<file path="src/rtl/rl1_pkg.sv">
package rl1_pkg;
  function automatic int occ_width(input int depth);
    return $clog2(depth + 1);
  endfunction

  function automatic int ptr_width(input int depth);
    return (depth < 2) ? 1 : $clog2(depth);
  endfunction
endpackage

</file>
<file path="src/rtl/rl1_accept_gate.sv">
module rl1_accept_gate (
  input  logic clk,
  input  logic rst,
  input  logic in_valid,
  input  logic full,
  output logic in_ready,
  output logic accept
);
  logic ready_d;

  assign in_ready = ~full;
  assign accept   = in_valid & (in_ready | ready_d);

  always_ff @(posedge clk) begin
    if (rst) ready_d <= 1'b0;
    else     ready_d <= in_ready;
  end
endmodule

</file>
<file path="src/rtl/rl1_occupancy.sv">
module rl1_occupancy #(
  parameter int DEPTH = 4,
  parameter int PW    = 2,
  parameter int CW    = 3
) (
  input  logic          clk,
  input  logic          rst,
  input  logic          push,
  input  logic          pop,
  output logic [PW-1:0] wr_ptr,
  output logic [PW-1:0] rd_ptr,
  output logic [CW-1:0] occ,
  output logic          full,
  output logic          empty
);
  localparam logic [PW-1:0] LAST_IDX = PW'(DEPTH - 1);
  localparam logic [CW-1:0] FULL_AT  = CW'(DEPTH - 1);

  function automatic logic [PW-1:0] bump(input logic [PW-1:0] p);
    return (p == LAST_IDX) ? '0 : p + 1'b1;
  endfunction

  assign full  = (occ >= FULL_AT);
  assign empty = (occ == '0);

  always_ff @(posedge clk) begin
    if (rst) begin
      wr_ptr <= '0;
      rd_ptr <= '0;
      occ    <= '0;
    end else begin
      if (push) wr_ptr <= bump(wr_ptr);
      if (pop)  rd_ptr <= bump(rd_ptr);
      case ({push, pop})
        2'b10:   occ <= occ + 1'b1;
        2'b01:   occ <= occ - 1'b1;
        default: occ <= occ;
      endcase
    end
  end
endmodule

</file>
<file path="src/rtl/rl1_store.sv">
module rl1_store #(
  parameter int W     = 17,
  parameter int DEPTH = 4,
  parameter int PW    = 2
) (
  input  logic          clk,
  input  logic          we,
  input  logic [PW-1:0] waddr,
  input  logic [W-1:0]  wdata,
  input  logic [PW-1:0] raddr,
  output logic [W-1:0]  rdata
);
  logic [W-1:0] slot_q [DEPTH];

  for (genvar i = 0; i < DEPTH; i++) begin : g_slot
    always_ff @(posedge clk) begin
      if (we && (waddr == PW'(i))) slot_q[i] <= wdata;
    end
  end

  assign rdata = slot_q[raddr];
endmodule

</file>
<file path="src/rtl/rl1_stream_adapter.sv">
module rl1_stream_adapter #(
  parameter int DATA_W = 16,
  parameter int DEPTH  = 4
) (
  input  logic              clk,
  input  logic              rst,
  input  logic              in_valid,
  input  logic [DATA_W-1:0] in_data,
  input  logic              in_last,
  output logic              in_ready,
  output logic              out_valid,
  output logic [DATA_W-1:0] out_data,
  output logic              out_last,
  input  logic              out_ready
);
  localparam int PW = rl1_pkg::ptr_width(DEPTH);
  localparam int CW = rl1_pkg::occ_width(DEPTH);
  localparam int W  = DATA_W + 1;

  logic          accept, pop, full, empty;
  logic [PW-1:0] wr_ptr, rd_ptr;
  logic [CW-1:0] occ;
  logic [W-1:0]  rd_word;

  rl1_accept_gate u_gate (
    .clk(clk), .rst(rst), .in_valid(in_valid), .full(full),
    .in_ready(in_ready), .accept(accept)
  );

  rl1_occupancy #(.DEPTH(DEPTH), .PW(PW), .CW(CW)) u_occ (
    .clk(clk), .rst(rst), .push(accept), .pop(pop),
    .wr_ptr(wr_ptr), .rd_ptr(rd_ptr), .occ(occ), .full(full), .empty(empty)
  );

  rl1_store #(.W(W), .DEPTH(DEPTH), .PW(PW)) u_store (
    .clk(clk), .we(accept), .waddr(wr_ptr), .wdata({in_last, in_data}),
    .raddr(rd_ptr), .rdata(rd_word)
  );

  assign out_valid = ~empty;
  assign pop       = out_valid & out_ready;
  assign out_data  = rd_word[DATA_W-1:0];
  assign out_last  = rd_word[DATA_W];
endmodule

</file>
<file path="config.mk">
export PLATFORM = sky130hd
export DESIGN_NAME = rl1_stream_adapter
export DESIGN_NICKNAME = d
export VERILOG_FILES = /design/src/rtl/rl1_pkg.sv /design/src/rtl/rl1_accept_gate.sv /design/src/rtl/rl1_occupancy.sv /design/src/rtl/rl1_store.sv /design/src/rtl/rl1_stream_adapter.sv
export SDC_FILE = /design/constraint.sdc
export NUM_CORES = 1
export LEC_CHECK = 0
export ABC_AREA = 1
export CAP_MARGIN = 5
export CORE_MARGIN = 5
export CORE_UTILIZATION = 44
export CTS_BUF_LIST = sky130_fd_sc_hd__clkbuf_8
export CTS_CLUSTER_SIZE = 20
export DETAILED_ROUTE_END_ITERATION = 8
export GPL_ROUTABILITY_DRIVEN = 0
export GPL_TIMING_DRIVEN = 0
export PLACE_DENSITY = 0.78
export SETUP_SLACK_MARGIN = 0.1
export SLEW_MARGIN = 10
export SYNTH_ARGS = -nofsm -noshare
export SYNTH_HDL_FRONTEND = slang
export SYNTH_SLANG_ARGS = --single-unit
</file>
<file path="constraint.sdc">
create_clock -name clk -period 2.1 [get_ports clk]
set_clock_uncertainty 0.1 [all_clocks]
set_input_delay 0.21 -clock clk [delete_from_list [all_inputs] [get_ports clk]]
set_output_delay 0.21 -clock clk [all_outputs]
set_load 0.03 [all_outputs]
</file>
## After elaboration in Yosys (flattened, before gate mapping)

Memory sizes are Yosys's and may differ from the RTL's. A register that Yosys moved wholly into a read port is not among the register bits.
Cells that the tools add are included.
Widths: inputs -> output; s select.

| word-level totals | value |
|---|---|
| ROM bits | 0 |
| memories kept | 1 |
| bits in latches | 0 |
| logic and storage cells | 53 |
| flip-flop bits (word level) | 8 |
| RAM bits | 68 |
| input bits | 21 |

Memory list:

| memory | depth | width | rd ports | clocked after memory_dff | wr ports | RTL line | source |
|---|---|---|---|---|---|---|---|
| u_store.slot_q | 4 | 17 | 1 | 1 | 1 | rl1_store.sv:13 | `logic [W-1:0] slot_q [DEPTH];` |

| cells by class | value |
|---|---|
| bitwise gates (word level) | 5 |
| $add $sub $neg | 4 |
| shift-type cells | 0 |
| order comparisons | 1 |
| divide/modulo/power cells | 0 |
| eq/ne operators | 6 |
| mux-type cells | 22 |
| reduce and logical (&&, ||, !) cells | 10 |
| $mul | 0 |

Operators by type and width:

| kind | number |
|---|---|
| $mux 17 | 3 |
| $reduce_or 17->1 | 3 |
| $mux 2 | 7 |
| $mux 1 | 11 |
| $eq 2x2->1 const B | 4 |
| $pmux 3 s2 | 1 |
| $add 2x1->2 const B | 2 |
| $eq 2x1->1 const B | 2 |
| $logic_and 1x1->1 | 4 |
| $add 3x1->3 const B | 1 |
| $ge 3x2->1 const B | 1 |
| $logic_not 3->1 | 1 |
| $sub 3x1->3 const B | 1 |
| $and 1x1->1 | 2 |
| $logic_not 2->1 | 1 |
| $not 1->1 | 2 |
| $reduce_bool 2->1 | 1 |
| $or 1x1->1 | 1 |

## Longest topological paths before layout

| depth | value |
|---|---|
| word-level depth | 11 |
| mapped depth | 13 |

## Cells and area by module

Synthesis repeated with hierarchy kept, for this count alone.

| unflattened totals | value |
|---|---|
| cell total of the unflattened synthesis | 329 |
| area total of the unflattened synthesis | 3325.7 µm² |

Modules (own cells, without submodules):

| module | cells each | area each (µm²) | times used | seq. area each (µm²) |
|---|---|---|---|---|
| rl1_store | 274 | 2917.8 | 1 | 2042.0 |
| rl1_occupancy | 46 | 350.3 | 1 | 140.1 |
| rl1_accept_gate | 6 | 43.8 | 1 | 20.0 |
| rl1_stream_adapter | 3 | 13.8 | 1 | 0.0 |

## Least setup slack after synthesis

No wires, ideal clock.

| timing path | value |
|---|---|
| path type | register -> register |
| from | register u_occ.occ[2] |
| to | memory u_store.slot_q[0][0] (enable) |
| setup time | 391 ps |
| buffers on the path | 0 |
| arrival time | 1403 ps |
| period minus slack after synthesis | 1893 ps |
| setup slack | 207 ps |
| required time | 1609 ps |
| stages on the path, launching flop included | 6 |
| cells stage by stage | dfxtp_1 > inv_2 > nand2_1 > nand2_1 > nand2_2 > nor2_1 |

| on the way | value |
|---|---|
| longest elaborated chain between the ends | 11 |
| elaborated cells between the ends (all ways) | 25 |

RTL lines:

| element | RTL line | source |
|---|---|---|
| from (decl) | rl1_occupancy.sv:12 | `output logic [CW-1:0] occ,` |
| from (signal assigned) | rl1_occupancy.sv:35 | `2'b10: occ <= occ + 1'b1;` |
| from (signal assigned) | rl1_occupancy.sv:36 | `2'b01: occ <= occ - 1'b1;` |
| $ge 3x2->1 (*) | rl1_occupancy.sv:23 | `assign full = (occ >= FULL_AT);` |
| $not 1->1 (*) | rl1_accept_gate.sv:11 | `assign in_ready = ~full;` |
| $or 1x1->1 (*) | rl1_accept_gate.sv:12 | `assign accept = in_valid & (in_ready \| ready_d);` |
| $and 1x1->1 (*) | rl1_accept_gate.sv:12 |  |
| $logic_and 1x1->1 | rl1_store.sv:17 | `if (we && (waddr == PW'(i))) slot_q[i] <= wdata;` |
| $mux 1 | rl1_store.sv:17 |  |
| $mux 1 (not written as such) | rl1_store.sv:17 |  |
| $reduce_or 17->1 (no line) | -- |  |
| $mux 2 (no line) or $mux 1 (tied branches) (3 in a row) | -- |  |
| to (decl) | rl1_store.sv:13 |  |

Mark *: on every way between the ends. The rest lies on a longest branch, timed or not.

==> impl_summary.txt <==
----------------------------------------------------
[Cells and area]
  Post-route cell area ... ~0.0038 sq mm
  Antenna diodes ... 0
  Layout overhead on the synthesized area ... 22.9%
  Share of cells above drive strength 1 ... 22.0%
  Fill cells ... 601
  Nets ... around 320
  Finished Core Util ... between 50% and 60%

[Timing]
  Final setup TNS ... 0 ns
  FMAX ... about 520 MHz
  Portion of the clock cycle consumed by the worst path in the final layout ... about nine tenths
  Final Hold Viols ... 0
  Setup repair after global routing missed its margin ... true
  Final critical-path setup slack ... 0.171 ns
  Post-Route Hold Slack ... between 0.3 and 0.4 ns
  Final count of negative-setup-slack endpoints ... 0
  Final number of max-transition violations ... 0
  Worst slew margin ... between 60 and 70%
  Period minus WS final ... slightly below 2 ns
  Least-Margin Pin Slew ... 0.565 ns

[Critical path]
  Startpoint class of the critical path ... flip-flop
  Number of buffer and inverter stages on the critical path ... 4
  Path depth of the worst reg2reg path ... 13
  Worst path depth ... 6
  Setup CP Type ... reg2out
  Critical path's largest stage delay ... 0.39 ns
  Req. time, crit path ... roughly 1.8 ns
  Critical path arrival ... approximately 1.6 ns
  Crit Path Max Fanout ... 10
  Cell family with the largest share of critical-path delay ... buffers and inverters
  Standard cell with the maximum stage delay on the critical path ... sky130_fd_sc_hd__clkdlybuf4s15_1
  CP most frequent cell ... sky130_fd_sc_hd__buf_6
  Sort of element at the end of the critical path ... primary output
  Cells along the critical path ... buf_6 -> inv_6 -> buf_6 -> nor2_1 -> o22ai_1 -> clkdlybuf4s15_1

[Placed design]
  Post-detailed-placement half-perimeter wirelength ... roughly 4.2 mm
  Placed instance area ... 0.00370 sq mm
  Worst setup timing slack at the placement stage ... between 0.003 and 0.004 ns
  I/O Buffers ... 39

[Floorplan]
  Height of the die ... between 90 and 100 microns
  Full die area ... ~0.009 sq mm
  Number of top-level pins ... 40
  Area of the placeable core ... approximately 0.007 sq mm
  Std cell rows ... 30
  Starting density of the core ... about 46%
  Die Span X ... 94.2 microns

[Routing]
  Routed wire length per instance ... around 16 microns
  Routed Wire Length ... approximately 6.3 mm
  Via count ... about 2k
  Number of design-rule violations left by the first detailed-router iteration ... 188
  Number of iterations in the first detailed-routing pass ... 4
  Remaining number of nets flagged by the antenna check after routing ... 0
  DRC ... 0
  Post-DR vias/cell ... about 5.0

[Synth]
  Post-synthesis async set-or-reset flop share ... 0%
  Number of distinct library cells after synthesis ... 23
  Mapped Avg Cell Area ... ~13 sq um
  Commonest cells post-synth ... sky130_fd_sc_hd__edfxtp_1 (68), sky130_fd_sc_hd__nor2_1 (45), sky130_fd_sc_hd__o22ai_1 (17)
  Most repeated cell in the gate-level netlist after synthesis ... sky130_fd_sc_hd__edfxtp_1
  Netlist area before placement ... ~0.0031 sq mm
  Most area-consuming cells after synthesis ... sky130_fd_sc_hd__edfxtp_1 (65%), sky130_fd_sc_hd__dfxtp_1 (6.4%), sky130_fd_sc_hd__nor2_1 (5.4%)
  Mapped Nets ... 265
  Sequential area share after synthesis ... 71.8%
  Number of instances in the synthesized netlist ... around 240
  Biggest area consumer among synthesized cells ... sky130_fd_sc_hd__edfxtp_1
  Total number of yosys warnings ... 0
  Share of Yosys cell area claimed by the top area cell type ... roughly 65%
  Top_reg_cell synth ... sky130_fd_sc_hd__edfxtp_1
  Number of enable-type register cells in the synthesized netlist ... roughly 70
  Flip-flop and latch count after synthesis ... about 80

[Power and ir drop]
  Power density of the placed cells ... about 1300 mW/mm^2
  Leak pwr ... ~1.4 nW
  Max rail drop VDD ... roughly 0.00064 V

[Run status]
  Run status ... completed

[Clocking]
  # H-tree levels ... 3
  Clock input transition at the sequential cells of the worst setup and hold paths ... approximately 0.07 ns
  CTS tree ... done
  Total clock buffers created by CTS ... 9
  Clock network latency to the later pin of the worst-skew pair ... between 0.3 and 0.4 ns
  Number of buffers on the longest clock path ... 2
  Number of sinks driven by the clock tree ... 78
  Library cell used as clock root buffer ... sky130_fd_sc_hd__clkbuf_8

[Global route]
  Overall global routing resource usage ... between 10% and 20%
  Initial antenna violation count ... 0
  Global-route congestion overflow total ... 0
  Maximum number of pins on one net before global-route repair ... 13
  Wire length of the first global-routing pass ... between 9 and 10 mm
  Number of global-route vias before repair ... around 1.9k

[Min path]
  Hold path cells ... 2
  Kind of path behind the tightest hold check ... in2reg

[Flow run]
  Maximum capacitance violations ... 0

----------------------------------------------------
-- layout make-up --
class / count / area (sq um) / area share [%]
Clock inverter: 6 / 78.8 / 2.05
Sequential cell: 78 / 2240 / 58.5
Clock buffer: 9 / 124 / 3.23
Buffer: 9 / 90.1 / 2.35
Multi-Input combinational cell: 132 / 739 / 19.3
Timing Repair Buffer: 43 / 367 / 9.56
Inverter: 18 / 72.6 / 1.89
Tap cell: 96 / 120 / 3.13
-- per-layer routing --
layer  up-vias  part of all wire (%)  GRT usage [%]
met3        12                   4.7           3.29
met5         -                     0              0
met2        46                    50           23.9
met4         0                   2.7           8.90
li1        949                     -              -
met1       957                    43           18.7
-- kinds of logic (layout without fill, tap and decap cells) --
| group | count (synthesis) | in the layout | synth area share, % |
|---|---|---|---|
| flops | 78 | 78 | 71.8 |
| simple gates | 66 | 66 | 8.66 |
| fa+ha+maj | 7 | 7 | 3.05 |
| buf+inv | 27 | 85 | 5.13 |
| compound gates | 59 | 59 | 11.3 |
-- what timing repair did --
item                                    CTS  global route
pin swaps                                 0             0
endpoints found under the setup margin   18            18
setup buffers                             0             0
hold buffers                              0             0
gates resized for setup                  35            31
-- power by group --
part	switching [mW]	total (mW)	internal, mW	leakage [nW]
Combinational	1.27	1.90	0.631	0.601
Sequential	0.0863	1.99	1.90	0.707
Clock	0.507	1.16	0.650	0.102
-- stage by stage --
| step | instances | total power, mW |
|---|---|---|
| final | 391 | 5.05 |
| after global placement | 372 | 4.01 |
| after detailed placement | 376 | 4.11 |
| after global routing | 391 | 5.31 |
| after CTS | 391 | 5.15 |
| after floorplan | 237 | 3.30 |
-- cell usage in the layout, fill, tap and decap left out --
cell / netlist / layout
sky130_fd_sc_hd__clkinv_1: 0 / 2
sky130_fd_sc_hd__o21ai_2: 10 / 10
sky130_fd_sc_hd__nand2_4: 0 / 1
sky130_fd_sc_hd__clkbuf_2: 0 / 11
sky130_fd_sc_hd__inv_2: 2 / 2
sky130_fd_sc_hd__clkbuf_4: 0 / 1
sky130_fd_sc_hd__buf_6: 6 / 7
sky130_fd_sc_hd__clkdlybuf4s50_1: 0 / 22
sky130_fd_sc_hd__dfxtp_2: 0 / 2
sky130_fd_sc_hd__nand3b_1: 1 / 1
sky130_fd_sc_hd__or2_2: 1 / 1
sky130_fd_sc_hd__fa_1: 1 / 1
sky130_fd_sc_hd__buf_2: 1 / 5
sky130_fd_sc_hd__nor2_2: 0 / 4
sky130_fd_sc_hd__edfxtp_1: 68 / 68
sky130_fd_sc_hd__a21oi_1: 6 / 6
sky130_fd_sc_hd__dfxtp_1: 10 / 8
sky130_fd_sc_hd__buf_4: 2 / 2
sky130_fd_sc_hd__o21ai_1: 13 / 13
sky130_fd_sc_hd__o21ai_0: 13 / 13
sky130_fd_sc_hd__clkdlybuf4s15_1: 0 / 1
sky130_fd_sc_hd__clkbuf_8: 0 / 9
sky130_fd_sc_hd__ha_1: 6 / 6
sky130_fd_sc_hd__bufinv_16: 0 / 2
sky130_fd_sc_hd__clkinvlp_4: 0 / 1
sky130_fd_sc_hd__buf_8: 0 / 3
sky130_fd_sc_hd__inv_1: 15 / 16
sky130_fd_sc_hd__inv_6: 1 / 1
sky130_fd_sc_hd__nand2_1: 12 / 10
sky130_fd_sc_hd__and2_1: 1 / 1
sky130_fd_sc_hd__nor2_1: 45 / 41
sky130_fd_sc_hd__o22ai_1: 17 / 17
sky130_fd_sc_hd__nand2_2: 1 / 2
sky130_fd_sc_hd__nand3_1: 4 / 4
sky130_fd_sc_hd__nand3_2: 1 / 1
-- registers in the layout, summed over array words and instances (netlist names), named ones only --
signal	cells
u_store.slot_q	68
u_occ.occ	3
u_gate.ready_d	1
u_occ.wr_ptr	2
u_occ.rd_ptr	2
-- worst paths after layout --
path                                       from              to  slack [ns]
worst max-delay path                  flip-flop     out_data[1]        0.17
worst min register to register  u_occ.rd_ptr[1]       flip-flop        0.43
worst min-delay path                        rst  u_gate.ready_d        0.32
worst max register to register     u_occ.occ[1]    u_occ.occ[2]        0.20
-- worst reg2reg max path: stages (launching register included) --
cell and delay (ns):
sky130_fd_sc_hd__dfxtp_2 0.34, sky130_fd_sc_hd__nand2_1 0.07, sky130_fd_sc_hd__nand2_2 0.08, sky130_fd_sc_hd__nand2_2 0.10
sky130_fd_sc_hd__nand2_4 0.11, sky130_fd_sc_hd__ha_1 0.19, sky130_fd_sc_hd__inv_1 0.07, sky130_fd_sc_hd__fa_1 0.38
sky130_fd_sc_hd__inv_1 0.08, sky130_fd_sc_hd__nand2_1 0.05, sky130_fd_sc_hd__nand3_1 0.09, sky130_fd_sc_hd__nand2_1 0.06
sky130_fd_sc_hd__nand2_1 0.05, sky130_fd_sc_hd__nor2_1 0.04
(Power assumes the default switching activity.)
